[src/rtl/pec_pkg.sv]
// Shared parameters and types for the packet error check unit.
// Assumes an 8-bit CRC processed most significant bit first.
package pec_pkg;
    localparam int CRC_W = 8;
    localparam logic [CRC_W-1:0] CRC_POLY = 8'h07;
    typedef logic [CRC_W-1:0] pec_word_t;
endpackage

[src/rtl/pec_crc_step.sv]
// Combinational CRC update over one data word, MSB first.
// Assumes DATA_W data bits folded into a W-bit remainder with no reflection.
module pec_crc_step #(
    parameter int W = 8,
    parameter int DATA_W = 8,
    parameter logic [W-1:0] POLY = 8'h07
) (
    input  logic [W-1:0]      crc_in,
    input  logic [DATA_W-1:0] data_in,
    output logic [W-1:0]      crc_out
);
    logic [W-1:0] chain [DATA_W+1];

    assign chain[0] = crc_in;

    // one shift-and-xor stage per data bit, highest bit first
    for (genvar i = 0; i < DATA_W; i++) begin : g_bit
        logic fb;
        assign fb = chain[i][W-1] ^ data_in[DATA_W-1-i];
        assign chain[i+1] = {chain[i][W-2:0], 1'b0} ^ (fb ? POLY : '0);
    end

    assign crc_out = chain[DATA_W];
endmodule

[src/rtl/pec_ctrl.sv]
// Enable and pending-CRC control. Decides which bytes are accepted,
// when the running CRC is cleared or advanced, and when checking self-clears.
// Assumes event inputs are single-cycle pulses from the bus engine.
module pec_ctrl (
    input  logic clk,
    input  logic rst_n,
    input  logic core_en,
    input  logic pec_set,
    input  logic start_evt,
    input  logic stop_evt,
    input  logic arb_lost,
    input  logic byte_vld,
    input  logic byte_tx,
    input  logic last_byte,
    output logic crc_clear,
    output logic crc_advance,
    output logic rx_check,
    output logic rx_final,
    output logic pec_en,
    output logic pec_send
);
    logic hold, accept, tx_crc_byte, tx_final;

    assign crc_clear   = !core_en || arb_lost || start_evt;
    assign hold        = crc_clear || stop_evt;
    assign accept      = byte_vld && !hold;
    assign tx_crc_byte = accept && byte_tx && pec_send;
    assign tx_final    = accept && byte_tx && !pec_send && last_byte && pec_en;
    assign rx_final    = accept && !byte_tx && last_byte;
    assign rx_check    = rx_final && pec_en;
    assign crc_advance = accept && !tx_crc_byte && !rx_check;

    // enable bit: cleared by bus events or after the CRC byte, armed by software
    always_ff @(posedge clk) begin
        if (!rst_n)           pec_en <= 1'b0;
        else if (hold)        pec_en <= 1'b0;
        else if (tx_crc_byte) pec_en <= 1'b0;
        else if (pec_set)     pec_en <= 1'b1;
    end

    // pending flag: the next transmitted byte carries the CRC
    always_ff @(posedge clk) begin
        if (!rst_n)           pec_send <= 1'b0;
        else if (hold)        pec_send <= 1'b0;
        else if (tx_crc_byte) pec_send <= 1'b0;
        else if (tx_final)    pec_send <= 1'b1;
    end


    send_implies_en_chk: assert property (@(posedge clk) disable iff (!rst_n)
        pec_send |-> pec_en);

    core_off_clears_chk: assert property (@(posedge clk) disable iff (!rst_n)
        !core_en |=> (!pec_en && !pec_send));

    stop_clears_chk: assert property (@(posedge clk) disable iff (!rst_n)
        stop_evt |=> !pec_en);
endmodule

[src/rtl/pec_rx_check.sv]
// Receive-side comparison of the final byte against the running CRC,
// producing a one-cycle NAK request and a sticky error flag.
// Assumes rx_final and rx_check are qualified by pec_ctrl.
module pec_rx_check #(
    parameter int W = 8
) (
    input  logic         clk,
    input  logic         rst_n,
    input  logic         rx_final,
    input  logic         rx_check,
    input  logic         is_master,
    input  logic         err_clr,
    input  logic [W-1:0] rx_byte,
    input  logic [W-1:0] crc_cur,
    output logic         nak_req,
    output logic         pec_err
);
    logic mismatch;

    assign mismatch = rx_check && (rx_byte != crc_cur);

    // NAK pulse: mismatch, or the last byte of a master read
    always_ff @(posedge clk) begin
        if (!rst_n) nak_req <= 1'b0;
        else        nak_req <= mismatch || (rx_final && is_master);
    end

    // sticky error: a new mismatch takes priority over the clear
    always_ff @(posedge clk) begin
        if (!rst_n)        pec_err <= 1'b0;
        else if (mismatch) pec_err <= 1'b1;
        else if (err_clr)  pec_err <= 1'b0;
    end


    err_sticky_chk: assert property (@(posedge clk) disable iff (!rst_n)
        (pec_err && !err_clr) |=> pec_err);

    err_with_nak_chk: assert property (@(posedge clk) disable iff (!rst_n)
        $rose(pec_err) |-> nak_req);
endmodule

[src/rtl/i2c_pec_unit.sv]
// Top of the packet error check unit: holds the running CRC register and
// joins control, CRC step and receive check.
// Assumes byte_vld is a single-cycle strobe per completed bus byte.
module i2c_pec_unit
    import pec_pkg::*;
(
    input  logic       clk,
    input  logic       rst_n,
    input  logic       core_en,
    input  logic       pec_set,
    input  logic       err_clr,
    input  logic       start_evt,
    input  logic       stop_evt,
    input  logic       arb_lost,
    input  logic       byte_vld,
    input  logic [7:0] byte_data,
    input  logic       byte_tx,
    input  logic       last_byte,
    input  logic       is_master,
    output logic [7:0] crc_value,
    output logic       pec_en,
    output logic       pec_send,
    output logic       nak_req,
    output logic       pec_err
);
    pec_word_t crc_q, crc_nxt;
    logic crc_clear, crc_advance, rx_check, rx_final;

    pec_ctrl u_ctrl (
        .clk(clk), .rst_n(rst_n), .core_en(core_en), .pec_set(pec_set),
        .start_evt(start_evt), .stop_evt(stop_evt), .arb_lost(arb_lost),
        .byte_vld(byte_vld), .byte_tx(byte_tx), .last_byte(last_byte),
        .crc_clear(crc_clear), .crc_advance(crc_advance),
        .rx_check(rx_check), .rx_final(rx_final),
        .pec_en(pec_en), .pec_send(pec_send)
    );

    pec_crc_step #(.W(CRC_W), .DATA_W(8), .POLY(CRC_POLY)) u_step (
        .crc_in(crc_q), .data_in(byte_data), .crc_out(crc_nxt)
    );

    pec_rx_check #(.W(CRC_W)) u_rx (
        .clk(clk), .rst_n(rst_n), .rx_final(rx_final), .rx_check(rx_check),
        .is_master(is_master), .err_clr(err_clr), .rx_byte(byte_data),
        .crc_cur(crc_q), .nak_req(nak_req), .pec_err(pec_err)
    );

    // running CRC: zeroed on start, arbitration loss or disable; advanced per byte
    always_ff @(posedge clk) begin
        if (!rst_n)           crc_q <= '0;
        else if (crc_clear)   crc_q <= '0;
        else if (crc_advance) crc_q <= crc_nxt;
    end

    assign crc_value = crc_q;


    start_zero_chk: assert property (@(posedge clk) disable iff (!rst_n)
        start_evt |=> (crc_value == 8'h00));

    nak_cause_chk: assert property (@(posedge clk) disable iff (!rst_n)
        nak_req |-> $past(byte_vld && !byte_tx && last_byte));

    arb_zero_chk: assert property (@(posedge clk) disable iff (!rst_n)
        arb_lost |=> (crc_value == 8'h00 && !pec_en));
endmodule

[config.mk]
export PLATFORM = sky130hd
export DESIGN_NAME = i2c_pec_unit
export DESIGN_NICKNAME = d
export VERILOG_FILES = /design/src/rtl/pec_pkg.sv /design/src/rtl/pec_crc_step.sv /design/src/rtl/pec_ctrl.sv /design/src/rtl/pec_rx_check.sv /design/src/rtl/i2c_pec_unit.sv
export SDC_FILE = /design/constraint.sdc
export NUM_CORES = 1
export LEC_CHECK = 0
export BUFFER_PORTS_ARGS = -buffer_cell sky130_fd_sc_hd__buf_2
export CORE_MARGIN = 3
export CORE_UTILIZATION = 47
export DETAILED_ROUTE_END_ITERATION = 12
export HOLD_SLACK_MARGIN = 0.02
export PLACE_DENSITY = 0.82
export SLEW_MARGIN = 20
export SYNTH_ARGS = -nofsm -noshare
export SYNTH_HDL_FRONTEND = slang
export SYNTH_SLANG_ARGS = --single-unit
[constraint.sdc]
create_clock -name clk -period 2.03 [get_ports clk]
set_input_delay 0.203 -clock clk [delete_from_list [all_inputs] [get_ports clk]]
set_output_delay 0.203 -clock clk [all_outputs]
set_load 0.05 [all_outputs]
# After elaboration in Yosys (flattened, before gate mapping)
# Index checks and enable logic that the tools add are counted.
[totals] ff_bits=12 output_inout_bits=12
[classes] eq_ne=1 muxes=10 bitwise=17 reduce_logical=26
[ops] operator="$xor A8 B8 Y8" n=8
[ops] operator="$mux W3" n=8
[ops] operator="$logic_and A1 B1 Y1" n=13
[ops] operator="$ne A8 B8 Y1" n=1
[ops] operator="$xor A1 B1 Y1" n=8
[ops] operator="$logic_not A1 Y1" n=6
[ops] operator="$logic_or A1 B1 Y1" n=4
[ops] operator="$reduce_or A3 Y1" n=1
[ops] operator="$mux W1" n=2
[ops] operator="$reduce_bool A2 Y1" n=1
[ops] operator="$reduce_or A2 Y1" n=1
[ops] operator="$not A1 Y1" n=1

# Depth between registers and ports, before layout
# Gate-level depths: netlist of the first run.
[depth] ltp_word=24 depth_mapped=6

# By module
# A second synthesis of the first run with hierarchy kept.
[unflattened] cells_unflattened=83 hier_area_um2=775.7
[modules_own_cells] module="i2c_pec_unit" n_inst=1 cells_each=27 area_per_inst_um2=292.8
[modules_own_cells] module="pec_crc_step" n_inst=1 cells_each=22 area_per_inst_um2=191.4
[modules_own_cells] module="pec_rx_check" n_inst=1 cells_each=17 area_per_inst_um2=152.6
[modules_own_cells] module="pec_ctrl" n_inst=1 cells_each=17 area_per_inst_um2=138.9

# Least setup slack after synthesis of the first run
# Ideal clock, no wire load.
[synth_path] path_type="reg2reg" from="register crc_q[1] (netlist: crc_value[1])" to="register crc_q[2] (netlist: crc_value[2])" arrival_ps=1784 required_time_ps=1957 setup_slack_ps=173 stages_incl_launch_ff=5 synth_period_minus_slack_ps=1857 cell_sequence="dfxtp_1 xor3_1 xnor3_1 or3_1 a21oi_1"
[synth_between] elab_chain_cells=10
[synth_rtl] item="from (decl)" line_no="i2c_pec_unit.sv:26" text="pec_word_t crc_q, crc_nxt;"
[synth_rtl] item="from (signal assigned)" line_no="i2c_pec_unit.sv:52" text="else if (crc_advance) crc_q <= crc_nxt;"
[synth_rtl] item="$xor A8 B8 Y8 (6 in series)" line_no="pec_crc_step.sv:20" text="assign chain[i+1] = {chain[i][W-2:0], 1'b0} ^ (fb ? POLY : '0);"
[synth_rtl] item="$xor A1 B1 Y1" line_no="pec_crc_step.sv:19" text="assign fb = chain[i][W-1] ^ data_in[DATA_W-1-i];"
[synth_rtl] item="$mux W3" line_no="pec_crc_step.sv:20"
[synth_rtl] item="$xor A8 B8 Y8 (2 in series)" line_no="pec_crc_step.sv:20"
# No other way between the ends.
# A chain may end at the register's enable or synchronous reset.

# Final worst setup path of the first run
[layout_path] from="register crc_q[3] (netlist: crc_value[3])" to="register crc_q[3] (netlist: crc_value[3])"
[layout_between] elab_chain_cells=10
[layout_rtl] item="$xor A8 B8 Y8 (4 in series)" line_no="pec_crc_step.sv:20"
[layout_rtl] item="$xor A1 B1 Y1" line_no="pec_crc_step.sv:19"
[layout_rtl] item="$mux W3" line_no="pec_crc_step.sv:20"
[layout_rtl] item="$xor A8 B8 Y8 (4 in series)" line_no="pec_crc_step.sv:20"
# No other way between the ends.

==> summary.txt, run 1 <==
Logic synthesis
  – Register area share after synthesis: 29.1%
  – Post-synth EDFFs: 0
  – Syn nets: 103
  – Area fraction of the dominant cell type after synthesis: 29.1%
  – Top post-synthesis cells by area: dfxtp_1 29%, xor3_1 12%, xnor2_1 11%
  – Avg Inst Size Synth: around 10 um^2
  – Synth cell types: 26
  – Synth area leader: dfxtp_1
  – Top_reg_cell synth: dfxtp_1
  – Yosys reg bits: 12
  – YS warnings: 0
  – Cells after synthesis: 80
  – Ys async rst share: 0%
  – Mapped cell area: 826 um^2

Cells and area
  – Area grow syn2layout: 23.3%
  – Final #Nets: 138
  – Antenna diodes: 0
  – Finished Layout Cells: between 100 and 150
  – FILL cells: 138
  – Most frequent cells in the layout: 31 x buf_2, 12 x dfxtp_1, 10 x xnor2_1
  – Layout cells sized above 1: between 30 and 40%
  – Most common cell after layout, fill and taps aside: buf_2

Power and ir drop
  – Worst vdd ir: 0.307 mV
  – Pleak: 0.471 nW
  – Switching part of the total: 25.1%
  – Seq pwr share: between 40 and 50%
  – Internal power: 0.371 mW
  – Clock share of power: 29.2%
  – Sw Pwr: between 0.1 and 0.15 mW
  – Cell Pwr Density: ~490 nW/um^2
  – Combinational power share: between 20% and 30%

Hold path
  – Class of the worst hold path: input port to flip-flop

Timing
  – Fin crit share: a little over four fifths
  – Max-slew violation count: 0
  – Worst Tran Pin Value: slightly above 0.6 ns
  – Setup TNS: 0 ns
  – Final WS setup: 0.316 ns
  – WHS: 0.145 ns
  – Endpoints failing setup: 0
  – Max frequency: between 500 and 600 MHz
  – Hold Vio Cnt, Final: 0
  – Max_slew headroom: 58.9%
  – Fin crit period: 1.71 ns
  – Setup Skew: 0.00438 ns
  – RSZ-0062 raised after global routing: no

Global route
  – Largest net degree at the start of global routing: 8
  – Total grt overflow: 0
  – Number of global-route vias before repair: 617
  – First-pass GRT wire length: 2.55 mm
  – Initial antenna violation count: 0
  – GR Util All Layers: 15.5%

Clocking
  – Max Root-Sink Buffers: 2
  – Clock sinks: 12
  – PostCTS Resize Cnt: 0
  – CTS tree: yes
  – Clock transition at path regs: 0.07 ns
  – Post-CTS setup buffers: 0
  – CTS root buf: clkbuf_4
  – Post-CTS Hold Fix Bufs: 0
  – Cts bufs inserted: 3
  – H-tree depth: 1
  – Worst-Skew Late Latency: 0.27 ns

Routing
  – Vias per cell: 5.42
  – Detailed-route via count: 699
  – Drt drc: 0
  – Antenna Nets Post-Route: 0
  – Total Wirelength: 1.76 mm
  – Starting DRC count in detailed routing: 7
  – First-pass detailed-route iteration total: 4
  – DR WL/cell: 13.6 um

Floorplan
  – Total I/O pin count: 32
  – Row cnt: 14
  – DIE HEIGHT: ~48 um
  – Die area: 2300 um^2
  – Die X: 47.9 um
  – Core area: ~1600 um^2
  – Initial Utilization: 52.4%

Place
  – GP Congestion: 0.832
  – Post-Place Setup Slack: 0.319 ns
  – Post-DP HPWL: 1.47 mm
  – Port bufs: 31
  – Post-placement cell count: 126

Job
  – Max Cap Violations: 0

Critical path
  – WP data arrival: around 1.9 ns
  – Max Fanout on Critical Path: 3
  – CP Launch Type: flip-flop
  – Setup Crit Path Kind: flip-flop to flip-flop
  – WP data required: 2.18 ns
  – Critical path capture point type: flip-flop

Run status
  – Status: finished clean
-- cell usage after synthesis, types with 2 or more instances --
master    number
xor3_1         4
xnor2_2        2
and3_1         2
xnor2_1       10
inv_1          2
nor2_1         8
dfxtp_1       12
or3_1          2
nor2b_1        2
nand2b_1       2
mux2i_1        5
a21oi_1        4
nand2_1        7
ha_1           3
xnor3_1        2
o21ai_0        2
nand3_1        2
-- kinds of logic (layout without fill, tap and decap cells) --
group / Yosys count / count (layout) / share of synthesized area (%)
AO/OA/AOI/OAI: 11 / 11 / 8.79
XOR/XNOR: 18 / 18 / 31.5
adder cells (fa/ha/maj): 3 / 3 / 4.55
buffers and inverters: 3 / 36 / 1.51
flip-flops: 12 / 12 / 29.1
multiplexers: 5 / 5 / 6.06
AND/OR/NAND/NOR: 28 / 28 / 18.5
-- layout make-up --
| cell class | count | area, um^2 | area share (%) |
|---|---|---|---|
| flip-flops and latches | 12 | 240 | 23.6 |
| clock buffers | 3 | 22.5 | 2.21 |
| inverters | 2 | 7.51 | 0.737 |
| repair buffers | 31 | 155 | 15.2 |
| well taps | 16 | 20.0 | 1.97 |
| multi-input cells | 65 | 573 | 56.3 |
-- worst paths after layout --
| path | to | start | slack [ns] | cells past startpoint |
|---|---|---|---|---|
| max | crc_value[3] | crc_value[3] | 0.32 | 5 |
| min reg2reg | crc_value[4] | crc_value[4] | 0.50 | 2 |
| max reg2reg | crc_value[3] | crc_value[3] | 0.32 | 5 |
| min | u_ctrl.pec_en | pec_set | 0.14 | 3 |
-- stage by stage --
step	power, mW	instance area, um^2	util [%]
2_1_floorplan	0.317	826	-
3_3_place_gp	0.351	996	63.2
3_5_place_dp	0.356	996	63.2
4_1_cts	0.497	1020	64.6
5_1_grt	0.512	1020	64.6
6_report	0.495	1020	64.6
-- worst max-delay path: stages (launching register included) --
cell	delay, ns
dfxtp_1	0.34
xnor2_1	0.36
ha_1	0.32
xor3_1	0.40
mux2i_1	0.15
nor2_1	0.05
-- state kept, by name (all words and copies together) (netlist names) --
| register | cells |
|---|---|
| crc_value | 8 |
| u_rx.pec_err | 1 |
| u_ctrl.pec_send | 1 |
| u_rx.nak_req | 1 |
| u_ctrl.pec_en | 1 |
-- metal layers --
| layer | global-route usage (%) | vias to the layer above | share of wire [%] |
|---|---|---|---|
| li1 | - | 350 | - |
| met1 | 20.2 | 320 | 43 |
| met2 | 25.9 | 27 | 49 |
| met3 | 3.01 | 2 | 6.9 |
| met4 | 4.30 | 0 | 0.57 |
| met5 | 0 | - | 0 |
-- power groups by stage --
stage	clock network [mW]	registers (mW)	logic [mW]
2_1_floorplan	0	0.243	0.0733
3_3_place_gp	0	0.242	0.109
3_5_place_dp	0	0.242	0.114
4_1_cts	0.146	0.236	0.115
5_1_grt	0.152	0.236	0.124
6_report	0.145	0.236	0.114
(Power assumes the default switching activity.)
==> inputs of run 2 (changes only) <==
--- a/config.mk
+++ b/config.mk
@@ -7,10 +7,10 @@
 export LEC_CHECK = 0
 export BUFFER_PORTS_ARGS = -buffer_cell sky130_fd_sc_hd__buf_2
 export CORE_MARGIN = 3
-export CORE_UTILIZATION = 47
+export CORE_UTILIZATION = 42
 export DETAILED_ROUTE_END_ITERATION = 12
 export HOLD_SLACK_MARGIN = 0.02
-export PLACE_DENSITY = 0.82
+export PLACE_DENSITY = 0.78
 export SLEW_MARGIN = 20
 export SYNTH_ARGS = -nofsm -noshare
 export SYNTH_HDL_FRONTEND = slang
==> constraint.sdc (replaced) <==
create_clock -name clk -period 1.5 [get_ports clk]
set_input_delay 0.15 -clock clk [delete_from_list [all_inputs] [get_ports clk]]
set_output_delay 0.15 -clock clk [all_outputs]
set_load 0.05 [all_outputs]
==> run 2 against run 1 <==
Net effect:
- sequential share of layout area down 1.8 points
- utilization is 4.9 points higher
- cell count grew 16%
- via count increased by 7.0%
- worst setup slack lost 0.29 ns
- routed wire length grew 8.0%
==> summary.txt, run 2 (same netlist as run 1, synthesis figures left out) <==
Timing
  – Max_slew headroom: 58.6%
  – Worst Tran Pin Value: 0.612 ns
  – Max-slew violation count: 0
  – Max frequency: 677 MHz
  – Hold Vio Cnt, Final: 0
  – Fin crit period: roughly 1.5 ns
  – Endpoints failing setup: 0
  – Fin crit share: 98.5%
  – RSZ-0062 raised after global routing: yes
  – Setup Skew: 0.00411 ns

Global route
  – Met2 Use GR: 27.2%
  – Initial antenna violation count: 0
  – GRT busiest layer: met2
  – GR Util All Layers: 15.9%
  – First-pass GRT wire length: 3.04 mm
  – Number of global-route vias before repair: 704
  – Largest net degree at the start of global routing: 8
  – Routing usage on met1: 18.3%
  – Met3 GRT Util: between 4 and 5%
  – Total grt overflow: 0

Place
  – GP Congestion: between 0.8 and 0.9
  – Post-DP HPWL: 1.51 mm
  – Post-placement cell count: 143
  – Port bufs: 31

Power and ir drop
  – Cell Pwr Density: 608 nW/um^2
  – Seq pwr share: between 40% and 50%
  – Sw Pwr: 0.186 mW
  – Pleak: 0.556 nW
  – Clock share of power: 34.7%
  – Combinational power share: 24.8%
  – Worst vdd ir: about 0.35 mV
  – Switching part of the total: about a quarter
  – Internal power: ~0.57 mW

Clocking
  – CTS root buf: clkbuf_4
  – Clock transition at path regs: 0.08 ns
  – CTS tree: yes
  – Worst-Skew Late Latency: 0.27 ns
  – Cts bufs inserted: 3
  – H-tree depth: 1
  – Clock sinks: 12
  – Max Root-Sink Buffers: 2

Job
  – Max Cap Violations: 0

Cells and area
  – Antenna diodes: 0
  – Layout cells sized above 1: 52.0%
  – Finished Layout Cells: 150
  – Area grow syn2layout: 50.0%
  – Max FFs per register: 8
  – Most frequent cells in the layout: 31 x buf_2, 10 x buf_4, 8 x nor2_1, 8 x dfxtp_4
  – Core Util, Final: between 60% and 70%
  – Most common cell after layout, fill and taps aside: buf_2
  – Final #Nets: 149
  – FILL cells: around 130

Floorplan
  – Row cnt: 15
  – Die area: 2530 um^2
  – Total I/O pin count: 32
  – DIE HEIGHT: 50.3 um
  – Die X: between 50 and 60 um
  – Core area: about 1800 um^2
  – Initial Utilization: 46.3%

Critical path
  – Max Fanout on Critical Path: 3
  – WP data required: ~1.7 ns
  – Critical path capture point type: flip-flop
  – Setup Crit Path Kind: flip-flop to flip-flop
  – CP Launch Type: flip-flop
  – WP data arrival: about 1.7 ns

Routing
  – DR WL/cell: 12.6 um
  – Antenna Nets Post-Route: 0
  – Detailed-route via count: 748
  – Starting DRC count in detailed routing: 9
  – Total Wirelength: 1.90 mm
  – First-pass detailed-route iteration total: 4
  – Drt drc: 0
  – Vias per cell: 4.99

Run status
  – Status: finished clean

Hold path
  – Class of the worst hold path: input port to flip-flop
==> run 2: path summary, 6_finish.rpt <==
check / from / end / slack [ns] / depth (start not counted)
worst max-delay path: crc_value[6] / crc_value[1] / 0.02 / 4
worst min-delay path: pec_set / u_ctrl.pec_en / 0.09 / 3
worst max register to register: crc_value[6] / crc_value[1] / 0.02 / 4
worst min register to register: crc_value[4] / crc_value[4] / 0.50 / 2
==> run 2: per-layer routing <==
layer	part of all wire (%)	wire, um	up-vias
met5	0	0	-
met4	2.7	51	0
met3	5.9	112	6
met2	50	948	25
met1	41	785	341
li1	-	-	376
==> run 2: critical path: stages (launching register included) <==
cell and delay [ns]:
dfxtp_4 0.37, xnor2_4 0.21, xnor3_1 0.37, or3_4 0.34
a21oi_2 0.12
==> run 2: stage by stage <==
stage	setup WS [ns]	area [um^2]	hold WS, ns	setup TNS (ns)	total power, mW
floorplan	-0.0140	893	0.264	-0.0281	0.423
global placement	-0.0274	1130	0.352	-0.0274	0.482
detailed placement	-0.0469	1130	0.375	-0.101	0.487
CTS	0.00438	1200	0.0821	0	0.752
global route	-0.0280	1240	0.0808	-0.0541	0.793
finish	0.0227	1240	0.0866	0	0.753
==> run 2: what timing repair did <==
item	CTS	global route
resized for setup	2	6
setup buffers	1	2
endpoints found under the hold margin	0	0
endpoints found under the setup margin	4	5
hold buffers	0	0
pin swaps	5	6
==> run 2: area by class of cell <==
cell class	count	area (um^2)	area share, %
Multi-Input combinational cell	65	652	52.6
Sequential cell	12	270	21.8
Timing Repair Buffer	42	241	19.5
Clock buffer	4	36.3	2.93
Tap cell	25	31.3	2.53
Inverter	2	7.51	0.606
==> run 2: power groups by stage <==
stage                     clock network, mW  registers [mW]  logic, mW
final                                 0.261           0.305      0.186
after detailed placement                  0           0.313      0.174
after global routing                  0.285           0.306      0.202
after CTS                             0.268           0.305      0.179
after floorplan                           0           0.315      0.108
after global placement                    0           0.313      0.169
==> inputs of run 3 (changes only) <==
--- a/config.mk
+++ b/config.mk
@@ -5,12 +5,12 @@
 export SDC_FILE = /design/constraint.sdc
 export NUM_CORES = 1
 export LEC_CHECK = 0
-export BUFFER_PORTS_ARGS = -buffer_cell sky130_fd_sc_hd__buf_2
-export CORE_MARGIN = 3
-export CORE_UTILIZATION = 42
+export CORE_MARGIN = 10
+export CORE_UTILIZATION = 54
 export DETAILED_ROUTE_END_ITERATION = 12
+export DONT_BUFFER_PORTS = 1
 export HOLD_SLACK_MARGIN = 0.02
-export PLACE_DENSITY = 0.78
+export PLACE_DENSITY = 0.77
 export SLEW_MARGIN = 20
 export SYNTH_ARGS = -nofsm -noshare
 export SYNTH_HDL_FRONTEND = slang
==> run 3 against run 2 <==
Net effect:
- sequential power is essentially flat
- total power down 3.7%
- register-to-register slack worse by 0.09 ns
- via count fell by 8.6%
- worst setup slack lost 0.085 ns
- the flow now finishes with violations (negative setup slack)
- clock skew up 0.0018 ns
- maximum frequency decreased by 5.4%
==> summary.txt, run 3 (same netlist as run 1, synthesis figures left out) <==
Timing
  – Endpoints failing setup: 1
  – Worst Tran Pin Value: 0.567 ns
  – Max-slew violation count: 0
  – Final WS setup: -0.0623 ns
  – Fin crit share: 104%
  – Max frequency: around 640 MHz
  – Setup Skew: 0.00595 ns
  – Fin crit period: between 1.5 and 2 ns
  – WHS: 0.0304 ns
  – RSZ-0062 raised after global routing: yes
  – Setup TNS: -0.0623 ns
  – Hold Vio Cnt, Final: 0
  – Max_slew headroom: roughly three fifths

Critical path
  – WP data arrival: 1.75 ns
  – R2R Setup Slk: -0.06 ns
  – Crit-path slowest cell: xnor3_1
  – Cell Chain, Critical Path: xor3_1, xnor3_1, or3_1, a21oi_2
  – Critical path capture point type: flip-flop
  – CP top delay family: XOR/XNOR gates
  – Max Fanout on Critical Path: 2
  – Buf+Inv Stages, Crit Path: 0
  – WP data required: 1.69 ns
  – R2R Path Start: crc_value[1]
  – CP Capture Point: crc_value[2]
  – Path length in cells of the critical path: 4
  – Setup Crit Path Kind: flip-flop to flip-flop
  – CP Launch Type: flip-flop
  – Worst path max stage delay: 0.40 ns
  – Reg2reg path depth: 4
  – RR Endpoint: crc_value[2]
  – CP startpoint: crc_value[1]

Power and ir drop
  – Total Power: between 0.7 and 0.8 mW
  – Cell Pwr Density: roughly 620 nW/um^2
  – Worst vdd ir: 0.545 mV
  – Pleak: 0.471 nW

Clocking
  – Worst-Skew Late Latency: 0.27 ns
  – H-tree depth: 1
  – Cts bufs inserted: 3
  – Clock sinks: 12
  – Clock transition at path regs: roughly 0.090 ns
  – CTS tree: yes
  – Max Root-Sink Buffers: 2
  – CTS root buf: clkbuf_4

Floorplan
  – Die area: approximately 3500 um^2
  – Core area: ~1500 um^2
  – Total I/O pin count: 32
  – Die X: 59.1 um
  – DIE HEIGHT: 59.1 um
  – Row cnt: 14
  – Initial Utilization: a little under three fifths

Global route
  – Number of global-route vias before repair: 723
  – Largest net degree at the start of global routing: 8
  – GRT busiest layer: met2
  – GR Util All Layers: about an eighth
  – Initial antenna violation count: 0
  – First-pass GRT wire length: ~3.3 mm
  – Met2 Use GR: 19.7%
  – Met3 GRT Util: between 6 and 7%
  – Routing usage on met1: 12.6%
  – Total grt overflow: 0

Cells and area
  – Layout cells sized above 1: 41.2%
  – Max FFs per register: 8
  – Antenna diodes: 0
  – Core Util, Final: 79.5%
  – Final #Nets: 126
  – Area grow syn2layout: 41.7%
  – Most frequent cells in the layout: 17 x buf_4, 8 x nor2_1, 8 x dfxtp_4
  – Most common cell after layout, fill and taps aside: buf_4

Hold path
  – Class of the worst hold path: input port to flip-flop

Place
  – GP Congestion: 0.757
  – Post-Place Setup Slack: -0.0330 ns
  – Port bufs: 0
  – Post-DP HPWL: 1.64 mm

Job
  – Max Cap Violations: 0

Routing
  – Detailed-route via count: 684
  – Total Wirelength: 2.16 mm
  – First-pass detailed-route iteration total: 4
  – Drt drc: 0
  – DR WL/cell: 18.3 um
  – Vias per cell: 5.80
  – Antenna Nets Post-Route: 0
  – Starting DRC count in detailed routing: 19

Run status
  – Status: complete, but fails checks
  – Violated checks: negative setup slack
-- run 3: changes by cell type in the layout (fill, tap and decap cells not counted), moves of 2 or more --
cell	previous run	this run
buf_2	31	0
buf_4	10	17
dlygate4sd3_1	0	2
xnor2_1	7	4
xnor2_2	2	4
-- run 3: layout make-up --
class                      count  area (um^2)
multi-input combinational     65          688
sequential                    12          270
tap                           16         20.0
inverter                       2         7.51
clock buffer                   4         36.3
timing repair buffer          19          148
fill                         100          302
-- run 3: report_power, final --
group          internal (mW)  switching, mW  leakage (nW)
clock network          0.147          0.117        0.0210
registers              0.305       0.000743         0.103
logic                  0.105         0.0510         0.347
total                  0.557          0.169         0.471
-- run 3: per-layer routing --
metal	routed length (um)	vias to the layer above	share of wire, %
met5	0	-	0
met4	52	0	2.4
met3	238	4	11
met2	1120	36	52
met1	751	314	35
li1	-	330	-
-- run 3: through the flow --
stage,instances,cell area [um^2]
after global routing,118,1170
final,118,1170
after CTS,118,1110
after detailed placement,112,1040
after global placement,112,1040
after floorplan,80,893
-- run 3: what timing repair did --
item | CTS | global route
setup buffers | 0 | 0
hold buffers | 2 | 0
pin swaps | 1 | 5
hold endpoints to repair | 3 | 0
resized for setup | 2 | 8
endpoints found under the setup margin | 3 | 5
-- run 3: worst min-delay path by stage --
stage	from	to	slack [ns]	cells past startpoint
after floorplan	rst_n	u_rx.nak_req	0.26	2
after global routing	rst_n	u_ctrl.pec_send	0.04	2
after CTS	rst_n	u_ctrl.pec_send	0.03	2
after global placement	rst_n	u_rx.nak_req	0.27	2
after detailed placement	rst_n	u_rx.nak_req	0.28	2
final	rst_n	u_ctrl.pec_send	0.03	2
